## src/rtl/bitser_sram.sv

```systemverilog
module bitser_sram #(
  parameter int ROWS = 8,
  parameter int W    = 16,
  parameter int AW   = $clog2(ROWS)
) (
  input  logic            clk,
  input  logic            rst_n,
  input  logic            wr_en,
  input  logic [AW-1:0]   wr_addr,
  input  logic [W-1:0]    wr_data,
  input  logic [AW-1:0]   rd_addr,
  output logic [W-1:0]    rd_data,
  input  logic [ROWS-1:0] row_en,
  input  logic [1:0]      op,
  input  logic            wb,
  input  logic [W-1:0]    operand,
  input  logic            start,
  output logic            busy,
  output logic            done,
  output logic            busy_err,
  output logic [ROWS-1:0] row_flag
);
  localparam int CW = $clog2(W + 1);

  logic [ROWS-1:0][W-1:0] mem, step_mem;
  logic [ROWS-1:0]        st, dec, step_st, step_dec, enl;
  logic [W-1:0]           opnd, sh;
  logic [1:0]             opl;
  logic                   wbl;
  logic [CW-1:0]          cnt;
  logic                   is_add, is_max, b;

  assign is_add   = (opl == 2'd0);
  assign is_max   = opl[1];
  assign b        = is_add ? sh[0] : sh[W-1];
  assign rd_data  = mem[rd_addr];
  assign row_flag = st;

  always_comb begin
    for (int r = 0; r < ROWS; r++) begin
      step_st[r]  = st[r];
      step_dec[r] = dec[r];
      if (is_add) begin
        step_mem[r] = {wbl ? (mem[r][0] ^ b ^ st[r]) : mem[r][0], mem[r][W-1:1]};
        step_st[r]  = (mem[r][0] & b) | (st[r] & (mem[r][0] ^ b));
      end else begin
        step_mem[r] = {mem[r][W-2:0], mem[r][W-1]};
        if (!dec[r] && (mem[r][W-1] != b)) begin
          step_dec[r] = 1'b1;
          step_st[r]  = is_max ? b : ~b;
        end
      end
    end
  end

  always_ff @(posedge clk) begin
    if (!rst_n) begin
      mem      <= '0;
      st       <= '0;
      dec      <= '0;
      enl      <= '0;
      opnd     <= '0;
      sh       <= '0;
      opl      <= '0;
      wbl      <= 1'b0;
      cnt      <= '0;
      busy     <= 1'b0;
      done     <= 1'b0;
      busy_err <= 1'b0;
    end else begin
      done     <= 1'b0;
      busy_err <= wr_en && busy;
      if (!busy) begin
        if (wr_en) mem[wr_addr] <= wr_data;
        if (start) begin
          busy <= 1'b1;
          cnt  <= '0;
          opl  <= op;
          wbl  <= wb;
          enl  <= row_en;
          opnd <= operand;
          sh   <= operand;
          st   <= '0;
          dec  <= '0;
        end
      end else if (cnt != CW'(W)) begin
        cnt <= cnt + 1'b1;
        sh  <= is_add ? {1'b0, sh[W-1:1]} : {sh[W-2:0], 1'b0};
        for (int r = 0; r < ROWS; r++)
          if (enl[r]) begin
            mem[r] <= step_mem[r];
            st[r]  <= step_st[r];
            dec[r] <= step_dec[r];
          end
      end else begin
        busy <= 1'b0;
        done <= 1'b1;
        if (!is_add && wbl)
          for (int r = 0; r < ROWS; r++)
            if (enl[r] && st[r]) mem[r] <= opnd;
      end
    end
  end
endmodule

```

## config.mk

```make
export PLATFORM = sky130hd
export DESIGN_NAME = bitser_sram
export DESIGN_NICKNAME = d
export VERILOG_FILES = /design/src/rtl/bitser_sram.sv
export SDC_FILE = /design/constraint.sdc
export NUM_CORES = 1
export LEC_CHECK = 0
export CORE_MARGIN = 1
export CORE_UTILIZATION = 45
export DETAILED_ROUTE_END_ITERATION = 10
export PLACE_DENSITY_LB_ADDON = 0.2
export SLEW_MARGIN = 25
export SYNTH_ARGS = -nofsm -noshare
export SYNTH_HDL_FRONTEND = slang
export SYNTH_SLANG_ARGS = --single-unit
```

## constraint.sdc

```tcl
create_clock -name clk -period 3.5 [get_ports clk]
set_clock_uncertainty 0.05 [all_clocks]
set_input_delay 0.35 -clock clk [delete_from_list [all_inputs] [get_ports clk]]
set_output_delay 0.35 -clock clk [all_outputs]
set_load 0.1 [all_outputs]
```

==> flow_summary.json <==
{
  "status": "finished, final reports clean",
  "drc_errors": 0,
  "path_class": "reg -> reg",
  "clockRootBuffer": "clkbuf_16",
  "grt_pass1_vias": 12100,
  "initial_core_util": 0.460,
  "rsz0062_at_grt": "no",
  "numCtsBuffers": 17,
  "clk_latency_ns": 0.45,
  "hold_depth": 3,
  "synthAdderAreaFrac": 0.0149,
  "design_area_um2": 13800,
  "rows": 60,
  "drv_cap": 0,
  "maxSlewHeadroom": 0.279,
  "slowest_delay_ns": 0.88,
  "worstMarginPinSlew_ns": 1.08,
  "utilization": 0.512,
  "yosys.area_share.simple": 0.253,
  "fin_crit_sh": 0.863,
  "r2r_end": "mem[112]",
  "async_reset_ff_frac": 0,
  "min_period_ns": 3.02,
  "cts_resized": 0,
  "area_growth_pct": 11.4,
  "cts_num_sinks": 195,
  "layout-drive-gt1-share": 0.110,
  "core_area_um2": 27000,
  "critical_path.cell_chain": "inv_1, ha_1, and4bb_1, a21oi_2, nor2_1, buf_4, o311a_1",
  "detail_route.vias_per_cell": 6.71,
  "synth.avg_cell_area_um2": 7.96,
  "ys_seq_area_frac": 0.314,
  "setup_tns_ns": 0,
  "grt_max_degree": 160,
  "synth_top_family_by_area": "compound AO/OA/AOI/OAI gates",
  "synth-main-ff-cell": "dfxtp_1",
  "antenna_found_initial": 1,
  "track_usage": 0.310,
  "muxShareOfSynthArea": 0.0872,
  "synth_edf_count": 0,
  "drt_iter0_drc": 1778,
  "max_freq_mhz": 331,
  "antenna_left": 0,
  "dieArea_um2": 28300,
  "yosysTopAreaCell": "dfxtp_1",
  "slowest_stage": "a21oi_2",
  "cts.htree.levels": 4,
  "cts_hold_buf": 0,
  "holdPathEnd": "done",
  "dpl.hpwl_mm": 28.4,
  "power_mw": 5.75,
  "reg2regPathDepth": 7,
  "r2r_start": "cnt[0]",
  "clk_path_buf_depth": 2,
  "die_x_um": 168,
  "crit_path_start_kind": "register",
  "r2r_slack_ns": 0.48,
  "hp-start": "rst_n",
  "synth_area_leaders": "dfxtp_1 31%, nand2_1 11%, o311a_1 9.8%, a31oi_1 6.5%, or3_1 6.1%",
  "syn_inst": 1561,
  "synth_xor_area_frac": 0.0127,
  "cp_max_fo": 17,
  "final_nets": 1598,
  "drt_wl_total_mm": 43.7,
  "yosysUniqueCellTypes": 52,
  "numPortBuffers": 79,
  "synth_top_cell_area_share": 0.314,
  "syn-cell-area_um2": 12400,
  "die_h_um": 168,
  "grt_pass1_wl_mm": 69.6,
  "dr.pass1.iters": 6,
  "postCtsSetupRepairBufs": 0,
  "tritoncts": "built",
  "hold_path_class": "in -> reg",
  "gp_routability_congestion": 0.862,
  "vdd_drop_max_v": 0.000331,
  "clkTransAtPathRegs_ns": 0.08,
  "p_leak_nw": 5.13,
  "p_per_area_nw_per_um2": 415,
  "wl_per_cell_um": 23.1,
  "placed_cell_area_um2": 13300,
  "crit_required_ns": 3.78,
  "grt_overflow": 0,
  "ios": 80,
  "ys_ff_latch": 195,
  "setup_viol": 0,
  "ys_warn_count": 0,
  "vias": 12700,
  "final_max_slew_viol_count": 0,
  "synth_compound_area_frac": 0.260,
  "synth_nets": 1624,
  "cp.arrival_ns": 3.30,
  "hold_viol": 0,
  "cp-end-kind": "register"
}
-- critical path: cells and delay by family, from the launching register on --
| kind | cells | cell delay, ns |
|---|---|---|
| adders and majority gates | 1 | 0.24 |
| and+or+nand+nor | 2 | 0.62 |
| buffers and inverters | 2 | 0.33 |
| DFF | 1 | 0.40 |
| AOI/OAI and AO/OA | 2 | 1.25 |
-- through the flow --
| stage | hold slack, ns | setup slack [ns] | instances |
|---|---|---|---|
| floorplan | 0.387 | 0.861 | 1561 |
| global placement | 0.395 | 0.570 | 1857 |
| detailed placement | 0.400 | 0.513 | 1857 |
| CTS | 0.188 | 0.532 | 1889 |
| global route | 0.198 | 0.348 | 1889 |
| finish | 0.190 | 0.480 | 1890 |
-- power by group --
| part | leakage, nW | total [mW] | switching (mW) | internal [mW] |
|---|---|---|---|---|
| registers | 1.59 | 2.49 | 0.151 | 2.34 |
| logic | 3.26 | 1.27 | 0.803 | 0.468 |
| clock network | 0.276 | 1.98 | 1.03 | 0.949 |
-- layer usage --
| layer | vias up | part of all wire | global-route usage |
|---|---|---|---|
| li1 | 5651 | - | - |
| met5 | - | 0 | 0 |
| met1 | 6257 | 0.42 | 0.439 |
| met4 | 0 | 0.022 | 0.102 |
| met3 | 68 | 0.093 | 0.0414 |
| met2 | 705 | 0.46 | 0.486 |
-- layout by cell type (no fill, tap or decap), types with 8 or more instances in the layout --
cell type | netlist | final
nand2_1 | 354 | 354
dfxtp_1 | 195 | 194
nor2_1 | 149 | 149
a31oi_1 | 129 | 129
o311a_1 | 122 | 122
or3_1 | 121 | 121
clkdlybuf4s50_1 | 0 | 59
buf_4 | 3 | 56
o21ai_0 | 33 | 33
mux4_2 | 32 | 32
a21boi_0 | 31 | 31
nand2b_1 | 25 | 25
xnor2_1 | 18 | 18
clkbuf_16 | 0 | 17
mux2_2 | 16 | 16
mux2i_1 | 16 | 16
a311o_1 | 16 | 16
o21ai_1 | 15 | 15
a21boi_1 | 10 | 10
o211ai_1 | 8 | 8
a211o_1 | 8 | 8
o31a_1 | 8 | 8
o21a_1 | 8 | 8
a32o_1 | 8 | 8
fa_1 | 8 | 8
-- state kept, by name (all words and copies together) (netlist names), 2 cells and up --
signal,cells
enl,8
cnt,5
opl,2
opnd,16
dec,8
row_flag,8
mem,128
sh,16
-- synth_stat cells (5+ instances only) --
library cell	instances
xnor2_1	18
nor2_1	149
a211o_1	8
o31a_1	8
mux2i_1	16
mux4_2	32
a31oi_1	129
a21oi_4	7
nor2_2	8
o311a_1	122
a311o_1	16
clkbuf_1	99
dfxtp_1	195
o21ai_0	33
nor2b_1	8
nand2b_1	25
nand3b_1	5
or3_1	121
o21ai_1	15
fa_1	8
buf_2	44
buf_1	17
o211ai_1	8
a21boi_1	10
nand2_1	354
mux2_2	16
a21boi_0	31
o21a_1	8
a32o_1	8
-- worst max-delay path by stage --
stage | startpoint | endpoint | slack, ns | depth (start not counted)
floorplan | opl[0] | mem[111] | 0.86 | 10
global placement | wr_addr[1] | mem[81] | 0.57 | 5
detailed placement | wr_addr[1] | mem[86] | 0.51 | 5
CTS | cnt[0] | mem[126] | 0.53 | 7
global route | cnt[0] | mem[126] | 0.35 | 7
finish | cnt[0] | mem[112] | 0.48 | 7
-- logic make-up after synthesis --
group | Yosys count
xor+xnor | 18
buf+inv | 169
simple gates | 696
compound gates | 408
flops | 195
mux | 65
fa+ha+maj | 10
-- layout make-up --
cell class | count | area [um^2]
tap | 341 | 427
clock buffer | 18 | 429
sequential | 195 | 3910
inverter | 3 | 11.3
clock inverter | 14 | 135
fill | 2627 | 13200
antenna | 1 | 2.50
timing repair buffer | 121 | 1100
multi-input combinational | 1197 | 7830
Note: power is estimated with default switching activity, not from simulation.
